$ cat src/rtl/cpwm_pkg.sv
package cpwm_pkg;
  typedef enum logic {ZONE_TROUGH = 1'b0, ZONE_CREST = 1'b1} zone_e;
endpackage

$ cat src/rtl/cpwm_tri_cnt.sv
module cpwm_tri_cnt #(
  parameter int W = 16
) (
  input  logic         clk,
  input  logic         rst,
  input  logic         stop,
  input  logic         step,
  input  logic [W-1:0] load_val,
  input  logic [W-1:0] lo,
  input  logic [W-1:0] hi,
  output logic [W-1:0] cnt,
  output logic         dn
);
  always_ff @(posedge clk) begin
    if (rst) begin
      cnt <= '0;
      dn  <= 1'b0;
    end else if (stop) begin
      cnt <= load_val;
      dn  <= 1'b0;
    end else if (step) begin
      if (!dn) begin
        if (cnt == hi) begin
          cnt <= cnt - 1'b1;
          dn  <= 1'b1;
        end else begin
          cnt <= cnt + 1'b1;
        end
      end else begin
        if (cnt == lo) begin
          cnt <= cnt + 1'b1;
          dn  <= 1'b0;
        end else begin
          cnt <= cnt - 1'b1;
        end
      end
    end
  end
endmodule

$ cat src/rtl/cpwm_aux_cnt.sv
module cpwm_aux_cnt
  import cpwm_pkg::*;
#(
  parameter int W = 16
) (
  input  logic         clk,
  input  logic         rst,
  input  logic         stop,
  input  logic         step,
  input  logic [W-1:0] dead,
  input  logic [W-1:0] half,
  input  logic [W-1:0] per,
  input  logic [W-1:0] a,
  input  logic         a_dn,
  input  logic [W-1:0] b,
  input  logic         b_dn,
  output logic [W-1:0] s,
  output logic         s_dn,
  output logic         s_act
);
  zone_e zone;

  always_ff @(posedge clk) begin
    if (rst) begin
      s     <= '0;
      s_dn  <= 1'b0;
      s_act <= 1'b0;
      zone  <= ZONE_TROUGH;
    end else if (stop) begin
      s     <= dead;
      s_dn  <= 1'b1;
      s_act <= 1'b1;
      zone  <= ZONE_TROUGH;
    end else if (step) begin
      if (!s_act) begin
        if (a == half && !a_dn) begin
          s     <= s - 1'b1;
          s_dn  <= 1'b1;
          s_act <= 1'b1;
          zone  <= ZONE_CREST;
        end else if (b == dead && b_dn) begin
          s     <= s + 1'b1;
          s_dn  <= 1'b0;
          s_act <= 1'b1;
          zone  <= ZONE_TROUGH;
        end
      end else if (zone == ZONE_CREST) begin
        if (s_dn) begin
          if (s == half) begin
            s    <= s + 1'b1;
            s_dn <= 1'b0;
          end else begin
            s <= s - 1'b1;
          end
        end else if (s == per) begin
          s     <= '0;
          s_act <= 1'b0;
        end else begin
          s <= s + 1'b1;
        end
      end else begin
        if (!s_dn) begin
          if (s == dead) begin
            s    <= s - 1'b1;
            s_dn <= 1'b1;
          end else begin
            s <= s + 1'b1;
          end
        end else if (s == '0) begin
          s     <= per;
          s_act <= 1'b0;
        end else begin
          s <= s - 1'b1;
        end
      end
    end
  end
endmodule

$ cat src/rtl/cpwm_pair_out.sv
module cpwm_pair_out #(
  parameter int W = 16
) (
  input  logic         clk,
  input  logic         rst,
  input  logic         go,
  input  logic [W-1:0] a,
  input  logic [W-1:0] b,
  input  logic [W-1:0] duty,
  output logic         p,
  output logic         n
);
  always_ff @(posedge clk) begin
    if (rst) begin
      p <= 1'b0;
      n <= 1'b0;
    end else begin
      p <= go && (a < duty);
      n <= go && (b >= duty);
    end
  end
endmodule

$ cat src/rtl/cpwm_engine.sv
module cpwm_engine #(
  parameter int W      = 16,
  parameter int PHASES = 3
) (
  input  logic              clk,
  input  logic              rst,
  input  logic              run,
  input  logic              step,
  input  logic [W-1:0]      dead_time,
  input  logic [W-1:0]      half_cycle,
  input  logic [W-1:0]      period,
  input  logic [PHASES*W-1:0] duty,
  output logic [W-1:0]      cnt_a,
  output logic [W-1:0]      cnt_b,
  output logic [W-1:0]      cnt_s,
  output logic              a_dn,
  output logic              b_dn,
  output logic              s_dn,
  output logic              s_act,
  output logic [PHASES-1:0] pwm_p,
  output logic [PHASES-1:0] pwm_n,
  output logic              cfg_bad
);
  localparam int WX = W + 1;

  logic [WX-1:0] sum_hd;
  logic          legal;
  logic          go;

  assign sum_hd = {1'b0, half_cycle} + {1'b0, dead_time};
  assign legal  = (dead_time != '0) &&
                  ({1'b0, half_cycle} > {dead_time, 1'b0}) &&
                  ({1'b0, period} == sum_hd);
  assign go     = run && legal;

  always_ff @(posedge clk) begin
    if (rst) cfg_bad <= 1'b0;
    else     cfg_bad <= !legal;
  end

  cpwm_tri_cnt #(.W(W)) u_cnt_a (
    .clk(clk), .rst(rst), .stop(!go), .step(step),
    .load_val(dead_time), .lo(dead_time), .hi(period),
    .cnt(cnt_a), .dn(a_dn)
  );

  cpwm_tri_cnt #(.W(W)) u_cnt_b (
    .clk(clk), .rst(rst), .stop(!go), .step(step),
    .load_val('0), .lo('0), .hi(half_cycle),
    .cnt(cnt_b), .dn(b_dn)
  );

  cpwm_aux_cnt #(.W(W)) u_cnt_s (
    .clk(clk), .rst(rst), .stop(!go), .step(step),
    .dead(dead_time), .half(half_cycle), .per(period),
    .a(cnt_a), .a_dn(a_dn), .b(cnt_b), .b_dn(b_dn),
    .s(cnt_s), .s_dn(s_dn), .s_act(s_act)
  );

  for (genvar i = 0; i < PHASES; i++) begin : g_phase
    cpwm_pair_out #(.W(W)) u_pair (
      .clk(clk), .rst(rst), .go(go),
      .a(cnt_a), .b(cnt_b), .duty(duty[i*W +: W]),
      .p(pwm_p[i]), .n(pwm_n[i])
    );
  end
endmodule

$ cat config.mk
export PLATFORM = sky130hd
export DESIGN_NAME = cpwm_engine
export DESIGN_NICKNAME = d
export VERILOG_FILES = /design/src/rtl/cpwm_pkg.sv /design/src/rtl/cpwm_tri_cnt.sv /design/src/rtl/cpwm_aux_cnt.sv /design/src/rtl/cpwm_pair_out.sv /design/src/rtl/cpwm_engine.sv
export SDC_FILE = /design/constraint.sdc
export NUM_CORES = 1
export LEC_CHECK = 0
export BUFFER_PORTS_ARGS = -buffer_cell sky130_fd_sc_hd__buf_2
export CAP_MARGIN = 20
export CORE_MARGIN = 3
export CORE_UTILIZATION = 54
export DETAILED_ROUTE_END_ITERATION = 10
export PLACE_DENSITY = 0.8
export REMOVE_ABC_BUFFERS = 1
export SLEW_MARGIN = 0
export SYNTH_ARGS = -nofsm -noshare
export SYNTH_HDL_FRONTEND = slang
export SYNTH_SLANG_ARGS = --single-unit
$ cat constraint.sdc
create_clock -name clk -period 4.15 [get_ports clk]
set_clock_uncertainty 0.2 [all_clocks]
set_input_delay 1.245 -clock clk [delete_from_list [all_inputs] [get_ports clk]]
set_output_delay 1.245 -clock clk [all_outputs]
set_load 0.01 [all_outputs]
### Word-level counts from Yosys, hierarchy flattened

Cells that the tools add are included.

* muxes and demuxes: 46
* $lt $le $gt $ge: 7
* eq/ne operators: 11
* reduce and logical (&&, ||, !) cells: 20
* add/subtract/negate cells: 7
* bitwise logic cells: 2

Operators by type and width (number)
* 2-to-1 mux 16 bit: 20
* equality test 16 bit: 8
* adder 16 x 1 -> 16 bit (second input constant): 3
* >= comparator 16 bit: 3
* < comparator 16 bit: 3
* subtractor 16 x 1 -> 16 bit (second input constant): 3
* zero test 16 bit: 2
* 2-to-1 mux 1 bit: 26
* adder 16 x 16 -> 17 bit: 1
* equality test 16 x 17 -> 1 bit: 1
* > comparator 16 x 17 -> 1 bit: 1
* nonzero test 16 bit: 1
* logical AND 1 bit: 11
* inequality test 4 bit (second input constant): 1
* AND reduction 3 bit: 1
* zero test 1 bit: 2
* inequality test 2 bit (second input constant): 1
* NOT 1 bit: 2
* AND reduction 2 bit: 1
* nonzero test 2 bit: 1
* OR reduction 2 bit: 1

* logic and storage cells: 108
* bits in registers: 60
* output and inout bits: 59

### Longest topological paths before layout

* word-level depth: 7
* depth in mapped cells: 12
* gate-level depth less buffers: 10

### Modules after synthesis

Synthesis repeated with hierarchy kept, for this count alone.

* cells, all modules: 1363
* area, all modules: 10349.9 µm²

By module, submodules not included
* cpwm_aux_cnt: times used 1, seq. area each 380.4 µm², area each 2845.2 µm², cells an instance 386
* cpwm_pair_out: times used 3, seq. area each 40.0 µm², area each 764.5 µm², cells an instance 92
* cpwm_tri_cnt (u_cnt_a): times used 1, seq. area each 340.3 µm², area each 1883.1 µm², cells an instance 266
* cpwm_tri_cnt (u_cnt_b): times used 1, seq. area each 340.3 µm², area each 1853.0 µm², cells an instance 237
* cpwm_engine: times used 1, seq. area each 20.0 µm², area each 1475.2 µm², cells an instance 198

### Least setup slack after synthesis

No wires, ideal clock.

* path type: input -> register
* from: input dead_time[0]
* to: register u_cnt_s.s[7]
* data required time: 3.817 ns
* arrival: 3.883 ns
* setup slack: -0.065 ns
* setup time: 0.133 ns
* buffers on the path: 2
* stages on the path: 11
* cells stage by stage: ha_1 fa_1 a211oi_2 o21ai_1 a31o_1 a21oi_1 or4b_4 a2111oi_4 buf_6 buf_2 o221ai_1

* word-level cells in the longest chain between the ends: 7
* elaborated cells on any way between the ends: 19
* those cells by class: add/sub: 1; order compare: 1; eq/ne: 5; mux: 6; reduce/logical: 6

Ends and longest elaborated chain
* start, declared: RTL line cpwm_engine.sv:9 `input logic [W-1:0] dead_time,`
* branches (longest 7 deep; another with adder 16 x 16 -> 17 bit)
* end signal, assigned: RTL line cpwm_aux_cnt.sv:37 `s <= s - 1'b1;`
* end signal, assigned: RTL line cpwm_aux_cnt.sv:50 `s <= s + 1'b1;`
* end signal, assigned: RTL line cpwm_aux_cnt.sv:53 `s <= s - 1'b1;`
* end, declared: RTL line cpwm_aux_cnt.sv:17 `output logic [W-1:0] s,`

Parallel ways; which one is timed is not known. The select of a mux whose other input is x is not followed.
A chain may end at the register's enable or synchronous reset.

### Worst setup path after layout

* from: input dead_time[1]
* to: register u_cnt_s.s[3]

The elaborated chain is that of the path after synthesis.

==> flow_summary.yaml <==
final_layout:
  drive_gt1_share_pct: 23.38
  nNetsFinal: 1729
  mostFrequentLayoutCells: "buf_2 (156), buf_4 (135), ha_1 (131)"
  antenna_cells: 0
  mostFrequentLayoutCell: "buf_2"
  syn2layout_area_growth_pct: 22.66
clock_tree:
  cts_tree: "built"
  cts-root-buf: "clkbuf_16"
  clock_sinks: 60
  cts_made_buffers: 9
  ctsHoldBuffers: 0
  clk_pin_slew_ns: 0.05
  cts.path.max_buffers: 2
  insertion_delay_ns: 0.34
  htreeDepth: 3
setup_path:
  crit_buf_inv: 4
  slowest_stage: "or4b_4"
  cp_max_fo: 7
  worst-setup-path-type: "in2reg"
  worstSetupEndpointType: "flip-flop"
  crit_family: "compound AO/OA/AOI/OAI gates"
  cp_cell_sequence: "buf_2 > buf_4 > ha_1 > a21o_1 > a22o_1 > o211ai_2 > a21boi_2 > or4b_4 > a2111oi_4 > buf_6 > clkbuf_16 > nand2b_4 > o32ai_2"
  critical_path_arrival_ns: 4.17
  slowest_delay_ns: 0.52
  critPathRequiredTime_ns: 4.19
  cp-start-kind: "input pin"
synth:
  ys_types: 74
  synth_top_cells_by_area: "ha_1 (17%), dfxtp_1 (12%), xor2_1 (9.9%)"
  synth_cells: 1284
  ys_warn_count: 0
  syn_avg_cell_area_sq_um: 7.586
  syn-cell-area_sq_mm: 0.009741
  yosysSeqAreaShare_pct: 12.33
  yosys.area_share.adder_pct: 17.16
  yosys.area_share.simple_pct: 21.19
  synth.area.mux_share_pct: 2.081
  synth_top_cell_by_area: "ha_1"
  ys.flop_type: "dfxtp_1"
  synth-compound-area-share_pct: 21.35
  synth_xor_area_share_pct: 17.80
  async_flop_share_pct: 0
  yosys.area.top_type_share_pct: 16.96
  synth_edf_count: 0
  synth_seq_cells: 60
  synth_top_family_by_area: "compound AO/OA/AOI/OAI gates"
timing:
  fin_crit_sh_pct: 99.51
  hold_violations: 0
  fmax_mhz: 242.1
  worstMarginPinSlew_ns: 0.8004
  finalSetupViolCount: 0
  rsz0062_at_grt: "true"
  slew_viol_final: 0
  hold_slack_ns: 0.4455
  fin_tns_setup_ns: 0
  relSlewSlack_pct: 46.56
  fin_crit_ns: 4.130
drt:
  wl_per_cell_microns: 22.87
  vias: 11160
  viasPerCell: 6.466
  postRouteAntennaNets: 0
  wl_mm: 39.48
  firstDrtPassIters: 7
  drc: 0
  detail_route.iter0.violations: 1397
placed_design:
  dp_hpwl_mm: 30.16
  place.gp.congestion: 1.022
  port-buffer-count: 158
floorplanning:
  coreArea_sq_mm: 0.01748
  die_y_microns: 140.3
  die_width_microns: 140.3
  dieArea_sq_mm: 0.01969
  start_util_pct: 55.73
  rows: 48
  io_pins: 159
job:
  cap_violations: 0
global_route:
  grt_antenna_before_repair: 0
  grt_overflow: 0
  grt_pass1_vias: 10720
  grt_max_degree: 32
  grt_pass1_wl_mm: 59.60
  track_usage_pct: 38.27
power_and_ir_drop:
  p_per_area_mw_per_mm2: 198.2
  p_leak_nw: 5.886
  peakVddDrop_v: 0.0002083
hold_path:
  worstHoldPathType: "reg2reg"
run_status:
  status: "finished, final reports clean"
[Yosys cell counts (10+ instances only)]
cell type / instances
buf_2: 40
mux2i_1: 18
a211oi_1: 27
nand4_1: 47
ha_1: 132
nor4_1: 32
nand2b_1: 19
nor3_1: 40
xnor2_1: 88
dfxtp_1: 60
a21oi_1: 57
a21o_1: 45
a31oi_1: 12
nand3_1: 27
nand2_1: 51
inv_1: 83
o21ai_0: 48
o211ai_1: 10
o21bai_1: 13
xor2_1: 110
nor2_1: 92
and3_1: 18
clkbuf_1: 50
or3_1: 10
[where the power goes]
part           switching (W)  total (W)  internal [W]
logic               0.000558   0.000994      0.000436
clock network       0.000280   0.000732      0.000452
registers          0.0000476   0.000643      0.000595
[final timing paths]
path	slack (ns)	depth (start not counted)	startpoint	to
hold / removal	0.45	2	u_cnt_a.dn	u_cnt_a.dn
setup / recovery	0.02	13	dead_time[1]	u_cnt_s.s[3]
hold reg to reg	0.45	2	u_cnt_a.dn	u_cnt_a.dn
setup reg to reg	0.78	7	u_cnt_s.s[4]	u_cnt_s.s[8]
[cells by family after synthesis]
logic type,count (synthesis)
xor+xnor,198
fa+ha+maj,133
compound gates,300
buf+inv,187
mux,20
simple gates,386
flops,60
[worst reg2reg max path, delay by kind of cell, from the launching register on]
| kind | cells | cell delay [ns] |
|---|---|---|
| simple gates | 4 | 1.64 |
| flops | 1 | 0.43 |
| compound gates | 3 | 0.96 |
[per-layer routing]
metal | track usage (%) | routed length [microns] | vias up
li1 | - | - | 5067
met1 | 50.25 | 15080 | 5108
met2 | 58.62 | 16780 | 787
met3 | 10.07 | 5252 | 199
met4 | 17.75 | 2366 | 0
met5 | 0 | 0 | -
[state kept, by name (all words and copies together) (netlist names)]
name and flops:
u_cnt_b.dn 1, cfg_bad 1, g_phase.u_pair.n 3, u_cnt_a.cnt 16, u_cnt_s.s_act 1, u_cnt_s.zone 1
u_cnt_s.s 16, g_phase.u_pair.p 3, u_cnt_b.cnt 16, u_cnt_a.dn 1, u_cnt_s.s_dn 1
[final cells by class]
cell class              count  area [sq um]
inverters                  84         315.3
flip-flops and latches     60          1201
multi-input cells        1037          7833
clock buffers              13         270.3
clock inverters             3         20.02
repair buffers            304          2027
fillers                  1460          5529
well taps                 225         281.5
[per-stage QoR]
| stage | power (W) | instance area (sq um) | utilization (%) | cells | setup slack, ns |
|---|---|---|---|---|---|
| 6_report | 0.002368 | 11950 | 68.36 | 1726 | 0.02021 |
| 5_1_grt | 0.002466 | 11950 | 68.36 | 1726 | -0.06582 |
| 4_1_cts | 0.002320 | 11870 | 67.89 | 1724 | -0.03073 |
| 3_5_place_dp | 0.001595 | 11480 | 65.70 | 1706 | -0.5842 |
| 3_3_place_gp | 0.001572 | 11480 | 65.70 | 1706 | -0.4798 |
| 2_1_floorplan | 0.001156 | 9269 | - | 1181 | -1.188 |
[timing repair]
item | CTS | global route
setup buffers | 1 | 1
pin swaps | 6 | 16
cloned | 1 | 1
endpoints found under the hold margin | 0 | 0
gates resized for setup | 10 | 14
endpoints found under the setup margin | 34 | 35
Note: power is estimated with default switching activity, not from simulation.
